--- src/rtl/stretch_pkg.sv ---
package stretch_pkg;

   // Active stretch sources, one bit per requester.
   typedef struct packed {
      logic wake;
      logic bitp;
      logic byteh;
   } src_t;

   // Bus events decoded from the synchronized lines.
   typedef struct packed {
      logic start;
      logic stop;
      logic scl_fall;
   } bus_evt_t;

endpackage

--- src/rtl/line_sync.sv ---
module line_sync #(
   parameter int STAGES = 2,
   parameter int LINES  = 2
) (
   input  logic             clk,
   input  logic             rst_n,
   input  logic [LINES-1:0] raw,
   output logic [LINES-1:0] synced,
   output logic [LINES-1:0] synced_q
);

   if (STAGES < 2) begin : g_bad_stages
      $error("line_sync: STAGES must be at least 2");
   end

   for (genvar i = 0; i < LINES; i++) begin : g_line
      logic [STAGES-1:0] chain;
      always_ff @(posedge clk or negedge rst_n) begin
         if (!rst_n) begin
            chain <= '1;
         end else begin
            chain <= {chain[STAGES-2:0], raw[i]};
         end
      end
      assign synced[i] = chain[STAGES-1];
   end

   // One more stage so that edges can be seen.
   always_ff @(posedge clk or negedge rst_n) begin
      if (!rst_n) begin
         synced_q <= '1;
      end else begin
         synced_q <= synced;
      end
   end

endmodule

--- src/rtl/bus_cond_detect.sv ---
module bus_cond_detect
   import stretch_pkg::*;
(
   input  logic     clk,
   input  logic     rst_n,
   input  logic     scl_s,
   input  logic     scl_q,
   input  logic     sda_s,
   input  logic     sda_q,
   output bus_evt_t evt
);

   always_comb begin
      evt.start    = scl_s & scl_q & sda_q & ~sda_s;
      evt.stop     = scl_s & scl_q & ~sda_q & sda_s;
      evt.scl_fall = scl_q & ~scl_s;
   end


   start_pulse_chk: assert property (@(posedge clk) disable iff (!rst_n)
      evt.start |=> !evt.start);

   stop_pulse_chk: assert property (@(posedge clk) disable iff (!rst_n)
      evt.stop |=> !evt.stop);

endmodule

--- src/rtl/stretch_sources.sv ---
module stretch_sources
   import stretch_pkg::*;
#(
   parameter int CNT_W       = 8,
   parameter bit PERIODIC_EN = 1'b1
) (
   input  logic             clk,
   input  logic             rst_n,
   input  bus_evt_t         evt,
   input  logic             scl_pull,
   input  logic             wake_ready,
   input  logic [CNT_W-1:0] bit_len,
   input  logic             byte_req,
   input  logic             byte_ready,
   output src_t             src
);

   if (CNT_W < 1) begin : g_bad_width
      $error("stretch_sources: CNT_W must be at least 1");
   end

   logic             busy;
   logic             wake_pend;
   logic             byte_pend;
   logic [CNT_W-1:0] bit_cnt;

   // Transfer in progress: from a START up to the next STOP.
   always_ff @(posedge clk or negedge rst_n) begin
      if (!rst_n) begin
         busy <= 1'b0;
      end else if (evt.stop) begin
         busy <= 1'b0;
      end else if (evt.start) begin
         busy <= 1'b1;
      end
   end

   // Wake-up hold after a START that finds local logic asleep.
   always_ff @(posedge clk or negedge rst_n) begin
      if (!rst_n) begin
         wake_pend <= 1'b0;
      end else if (evt.stop || wake_ready) begin
         wake_pend <= 1'b0;
      end else if (evt.start) begin
         wake_pend <= 1'b1;
      end
   end

   // Byte-level hold; ready and STOP take priority over a request.
   always_ff @(posedge clk or negedge rst_n) begin
      if (!rst_n) begin
         byte_pend <= 1'b0;
      end else if (evt.stop || byte_ready) begin
         byte_pend <= 1'b0;
      end else if (byte_req) begin
         byte_pend <= 1'b1;
      end
   end

   if (PERIODIC_EN) begin : g_periodic
      always_ff @(posedge clk or negedge rst_n) begin
         if (!rst_n) begin
            bit_cnt <= '0;
         end else if (evt.stop) begin
            bit_cnt <= '0;
         end else if (evt.scl_fall && busy) begin
            bit_cnt <= bit_len;
         end else if (scl_pull && (bit_cnt != '0)) begin
            bit_cnt <= bit_cnt - 1'b1;
         end
      end
   end else begin : g_no_periodic
      assign bit_cnt = '0;
   end

   always_comb begin
      src.wake  = wake_pend;
      src.bitp  = (bit_cnt != '0);
      src.byteh = byte_pend;
   end


   wake_release_chk: assert property (@(posedge clk) disable iff (!rst_n)
      wake_ready |=> !wake_pend);

   byte_release_chk: assert property (@(posedge clk) disable iff (!rst_n)
      byte_ready |=> !byte_pend);

   stop_clears_chk: assert property (@(posedge clk) disable iff (!rst_n)
      evt.stop |=> (!wake_pend && !byte_pend && !busy));

   idle_no_count_chk: assert property (@(posedge clk) disable iff (!rst_n)
      !busy |-> (bit_cnt == '0));

endmodule

--- src/rtl/i2c_tgt_stretch.sv ---
module i2c_tgt_stretch
   import stretch_pkg::*;
#(
   parameter int SYNC_STAGES = 2,
   parameter int CNT_W       = 8,
   parameter bit PERIODIC_EN = 1'b1
) (
   input  logic             clk,
   input  logic             rst_n,
   input  logic             scl_in,
   input  logic             sda_in,
   input  logic             wake_ready,
   input  logic [CNT_W-1:0] bit_stretch_len,
   input  logic             byte_hold_req,
   input  logic             byte_ready,
   output logic             scl_pull,
   output logic             start_det,
   output logic             stop_det
);

   localparam int LINE_SCL = 0;
   localparam int LINE_SDA = 1;
   localparam int N_LINES  = 2;

   logic [N_LINES-1:0] raw_lines;
   logic [N_LINES-1:0] lines_s;
   logic [N_LINES-1:0] lines_q;
   bus_evt_t           evt;
   src_t               src;
   logic               any_src;
   logic               armed;

   assign raw_lines[LINE_SCL] = scl_in;
   assign raw_lines[LINE_SDA] = sda_in;

   line_sync #(.STAGES(SYNC_STAGES), .LINES(N_LINES)) u_sync (
      .clk      (clk),
      .rst_n    (rst_n),
      .raw      (raw_lines),
      .synced   (lines_s),
      .synced_q (lines_q)
   );

   bus_cond_detect u_detect (
      .clk   (clk),
      .rst_n (rst_n),
      .scl_s (lines_s[LINE_SCL]),
      .scl_q (lines_q[LINE_SCL]),
      .sda_s (lines_s[LINE_SDA]),
      .sda_q (lines_q[LINE_SDA]),
      .evt   (evt)
   );

   stretch_sources #(.CNT_W(CNT_W), .PERIODIC_EN(PERIODIC_EN)) u_src (
      .clk        (clk),
      .rst_n      (rst_n),
      .evt        (evt),
      .scl_pull   (scl_pull),
      .wake_ready (wake_ready),
      .bit_len    (bit_stretch_len),
      .byte_req   (byte_hold_req),
      .byte_ready (byte_ready),
      .src        (src)
   );

   assign any_src = |src;

   // Arm only from a sampled low clock; stay armed while a source holds.
   always_ff @(posedge clk or negedge rst_n) begin
      if (!rst_n) begin
         armed <= 1'b0;
      end else begin
         armed <= any_src & (~lines_s[LINE_SCL] | armed);
      end
   end

   assign scl_pull  = armed & any_src;
   assign start_det = evt.start;
   assign stop_det  = evt.stop;


   pull_after_low_chk: assert property (@(posedge clk) disable iff (!rst_n)
      $rose(scl_pull) |-> $past(!lines_s[LINE_SCL]));

   cond_exclusive_chk: assert property (@(posedge clk) disable iff (!rst_n)
      $onehot0({start_det, stop_det}));

   reset_quiet_chk: assert property (@(posedge clk)
      !rst_n |-> (!scl_pull && !start_det && !stop_det));

endmodule

--- config.mk ---
export PLATFORM = sky130hd
export DESIGN_NAME = i2c_tgt_stretch
export DESIGN_NICKNAME = d
export VERILOG_FILES = /design/src/rtl/stretch_pkg.sv /design/src/rtl/line_sync.sv /design/src/rtl/bus_cond_detect.sv /design/src/rtl/stretch_sources.sv /design/src/rtl/i2c_tgt_stretch.sv
export SDC_FILE = /design/constraint.sdc
export NUM_CORES = 1
export LEC_CHECK = 0
export ABC_AREA = 1
export BUFFER_PORTS_ARGS = -buffer_cell sky130_fd_sc_hd__buf_4
export CORE_ASPECT_RATIO = 0.8
export CORE_MARGIN = 4
export CORE_UTILIZATION = 55
export CTS_CLUSTER_DIAMETER = 30
export DETAILED_ROUTE_END_ITERATION = 10
export MAX_ROUTING_LAYER = met4
export PLACE_DENSITY = 0.81
export SLEW_MARGIN = 30
export SYNTH_ARGS = -nofsm -noshare
export SYNTH_HDL_FRONTEND = slang
export SYNTH_SLANG_ARGS = --single-unit
--- constraint.sdc ---
create_clock -name clk -period 2.09 [get_ports clk]
set_input_delay 0.1045 -clock clk [delete_from_list [all_inputs] [get_ports clk]]
set_output_delay 0.1045 -clock clk [all_outputs]
set_load 0.05 [all_outputs]
# Yosys cells after proc, flatten, opt, wreduce, memory -nomap -nowiden
# Cells that the tools add are included.
# classes
reduce_logical	10
n_bitwise	12
muxes	8
add_sub_neg	1
# ops
cell	n
2-to-1 mux 8 bit	3
bitwise AND 1 bit	8
nonzero test 8 bit	1
subtractor 8 x 1 -> 8 bit, second input constant	1
nonzero test 2 bit	3
2-to-1 mux 1 bit	5
inverter 1 bit	3
nonzero test 3 bit	1
OR reduction 3 bit	1
logical AND 1 bit	2
logical OR 1 bit	2
OR 1 bit	1
# totals
register_bits	18

# Logic depth before layout (Yosys ltp)
# depth
ltp_word	7
depth_mapped	10
mapped_depth_nobuf	10

# Modules after synthesis
# Synthesis repeated with hierarchy kept, for this count alone.
# unflattened
cells_unflattened	132
area_unflattened_um2	980.9
# by_module_without_submodules
module	cells_per_inst	area_each_um2	instances
stretch_sources	107	720.7	1
line_sync	8	172.7	1
i2c_tgt_stretch	8	53.8	1
bus_cond_detect	9	33.8	1

# Worst setup path after synthesis
# Ideal clock, no wire load.
# synth_timing
kind	register to register
startpoint	register u_sync.g_line[0].chain[1]
endpoint	register u_src.bit_cnt[0]
n_path_buf	0
stages_incl_launch_ff	6
arrival_ps	1554
setup_time_ps	123
period_less_slack_ps	1677
t_required_ps	1967
slack_ps	413
cell_sequence	dfstp_2 -> nand2_1 -> nor3_4 -> inv_1 -> nand2_4 -> o21ai_2
# synth_lines
element	line	source
from (decl)	line_sync.sv:17	logic [STAGES-1:0] chain;
from (signal assigned)	line_sync.sv:22	chain <= {chain[STAGES-2:0], raw[i]};
bitwise AND 1 bit * (3 in series)	bus_cond_detect.sv:15	evt.stop = scl_s & scl_q & ~sda_q & sda_s;
via stop_det	i2c_tgt_stretch.sv:18	output logic stop_det
nonzero test 3 bit (no source line) / 2-to-1 mux 8 bit (equally long branches)	--	
to (signal assigned)	stretch_sources.sv:67	bit_cnt <= bit_len;
to (signal assigned)	stretch_sources.sv:69	bit_cnt <= bit_cnt - 1'b1;
to (decl)	stretch_sources.sv:25	logic [CNT_W-1:0] bit_cnt;
# The timed path passes the listed nets; every way through them passes the cells marked *.
# A chain may end at the register's enable or synchronous reset.

# Worst setup path in the final report
# layout_timing
startpoint	register u_src.bit_cnt[0]
endpoint	output port scl_pull
# layout_via
elab_chain_cells	3
# layout_rtl
element	line	source
nonzero test 8 bit	stretch_sources.sv:78	src.bitp = (bit_cnt != '0);
OR reduction 3 bit	i2c_tgt_stretch.sv:66	assign any_src = |src;
bitwise AND 1 bit	i2c_tgt_stretch.sv:77	assign scl_pull = armed & any_src;
to (decl)	i2c_tgt_stretch.sv:16	output logic scl_pull,
# No other way between the ends.

==> summary.txt <==
Outcome
  • Status: complete, no violations

Worst setup path
  • Crit-path slowest cell: dfrtp_1
  • Critical Path Source Type: flop
  • Kind of critical path: reg -> out
  • CP Cell Sequence: inv_1 -> ha_1 -> inv_1 -> nor3_1 -> nand2_1 -> nor3_2 -> nor2_1 -> buf_4
  • Critical Path AT: 1.81 ns
  • CP max FO: 5
  • CP most frequent cell: inv_1
  • CP required: 1.99 ns
  • CP max stage delay: 0.42 ns
  • Worst setup EP type: output pin

Synth
  • Synth unique cells: 19
  • Synth warn: 0
  • Number of synthesized register bits: 18
  • Syn Area/Cell: between 7 and 8 sq um
  • Sequential area share after synthesis: 0.4633
  • Syn Nets: 141
  • Syn Inst Count: 124
  • Post-Syn Area: just under 1000 sq um

Flow run
  • Max Cap Violations: 0

STA
  • Fin Setup TNS: 0 ns
  • Fin crit share: 0.9182
  • Setup violators final: 0
  • Unrepaired setup endpoints after global routing: false
  • Clock skew: 0.01071 ns
  • Worst hold slack: 0.06949 ns
  • Fin. max-slew vios: 0
  • Slew @ Worst Pin: 0.4061 ns
  • Clock period minus worst slack: ~1.9 ns
  • Slew headroom: 0.7282
  • Hold Vio Cnt, Final: 0
  • FMAX: 521.1 MHz

Floorplan
  • Initial core utilization: 0.5958
  • I/O Pins: 18
  • Die ar.: 2543 sq um
  • Site row count: 13
  • Core area: 1659 sq um
  • Die Y: approximately 46 um
  • Die Span X: 55.40 um

Final layout
  • Share of layout cells above drive strength 1: 0.2752
  • Fillers: 129
  • Multi-input logic area: 460.4 sq um
  • Antenna cells: 0
  • Commonest non-fill, non-tap cell in the layout: nand2_1
  • Final Net Count: about 170
  • Final core utilization: 0.7376
  • Leading cell types in the layout, fill and taps excluded: nand2_1 (32), buf_4 (17), inv_1 (16), nand3_1 (16), dfrtp_1 (12)
  • Fin cells: 171
  • Register area: 457.9 sq um
  • Area grow syn2layout: 23.80%

Detailed routing
  • Vias/cell: 5.292
  • Vias: slightly above 900
  • Routed len/inst: 12.93 um
  • Final WL: ~2200 um
  • First-iteration detailed-routing DRC count: 31
  • Final ANT Viol Nets: 0
  • DR pass1 iterations: 4
  • DRC viols: 0

Placed design
  • Number of placed instances, taps included: 162
  • # port buffers: 17
  • Gpl congestion: 0.9091
  • Hpwl dp: between 1500 and 2000 um

Clocking
  • CTS Sinks: 18
  • H-tree depth: 1
  • Clock Latency Late Sink: 0.30 ns
  • Max clock buf depth: 2
  • Clock-pin transition on the worst setup and hold timing paths: ~0.11 ns
  • CTS Buf Count: 3
  • Post-CTS Setup Bufs: 0
  • TritonCTS clock tree: done
  • Root Buffer: clkbuf_4

Power
  • Peak VDD IR: 0.7610 mV
  • Overall Power: 0.001342 W
  • P per Cell Area: 1097 nW/um^2
  • Leak pwr: around 0.64 nW

Global routing
  • Antenna violations before repair: 0
  • Grt ovf: 0
  • Largest net degree at the start of global routing: 19
  • Vias in the first global route: 870
  • First-pass GRT wire length: 3995 um
  • All-layer global routing usage: 0.2189

Min path
  • Path type of the worst min-delay path: in -> reg
-- metal layers --
metal,vias to the layer above,share of wire,track usage
met5,-,0,-
met4,0,0.034,0.1165
met2,36,0.46,0.3491
met1,414,0.44,0.2650
li1,447,-,-
met3,8,0.065,0.04816
-- registers in the layout, indices dropped and copies added, names as in the netlist --
signal,count
u_sync.g_line.chain,4
u_src.byte_pend,1
u_src.busy,1
armed,1
u_src.bit_cnt,8
u_src.wake_pend,1
u_sync.synced_q,2
-- cells by family (layout without fill, tap and decap cells) --
kind of cell / after synthesis / count (layout) / synth area share
adder cells (fa/ha/maj): 2 / 2 / 0.02531
buffers and inverters: 18 / 43 / 0.07595
AND/OR/NAND/NOR: 74 / 74 / 0.3595
AO/OA/AOI/OAI: 12 / 12 / 0.07595
flip-flops: 18 / 18 / 0.4633
-- synthesized netlist by cell type --
cell type / count / area share
nand3_1: 16 / 0.081
inv_1: 16 / 0.061
nor3_4: 1 / 0.016
nand2_2: 2 / 0.013
dfstp_2: 6 / 0.16
nor3_1: 4 / 0.020
inv_2: 1 / 0.0038
ha_1: 2 / 0.025
a21oi_1: 2 / 0.010
nor2_1: 11 / 0.042
o21ai_2: 4 / 0.035
buf_6: 1 / 0.011
nand2_1: 32 / 0.12
nor2_4: 1 / 0.011
dfrtp_1: 12 / 0.30
or2_2: 2 / 0.013
o21ai_0: 6 / 0.030
nand4_1: 3 / 0.019
nand2_4: 2 / 0.023
-- power by group --
group          total (W)  switching (W)  internal, W
combinational   0.000592       0.000367     0.000225
clock           0.000215       0.000109     0.000106
sequential      0.000535      0.0000889     0.000446
-- repair_timing --
item,CTS,global route
hold buffers,5,0
resized for setup,0,1
setup endpoints to repair,0,1
endpoints found under the hold margin,22,0
-- layout make-up --
cell class | instances | share of cell area
inverter | 17 | 0.05215
tap | 22 | 0.02249
clock buffer | 4 | 0.02965
timing repair buffer | 22 | 0.1452
sequential | 18 | 0.3742
multi-input combinational | 88 | 0.3763
-- worst paths after layout --
kind,from,end,slack (ns),depth (start not counted)
setup / recovery,u_src.bit_cnt[0],scl_pull,0.17,8
hold / removal,byte_hold_req,u_src.byte_pend,0.07,3
setup reg to reg,u_src.bit_cnt[0],u_src.bit_cnt[7],0.44,9
hold reg to reg,u_sync.g_line[1].chain[1],u_sync.synced_q[1],0.36,0
max in group asynchronous,rst_n,u_sync.g_line[0].chain[0],1.63,2
min in group asynchronous,rst_n,u_src.byte_pend,0.19,2
-- stage by stage --
step / area (sq um) / setup slack (ns)
2_1_floorplan: 988.4 / 0.4127
4_1_cts: 1219 / 0.09751
6_report: 1224 / 0.1709
5_1_grt: 1224 / 0.03830
3_3_place_gp: 1132 / 0.4867
3_5_place_dp: 1132 / 0.4307
-- worst max-delay path: cells and delay by family, from the launching register on --
family | cells | cell delay [ns]
and+or+nand+nor | 4 | 0.54
DFF | 1 | 0.42
adders and majority gates | 1 | 0.17
buffers and inverters | 3 | 0.38
Note: power is estimated with default switching activity, not from simulation.
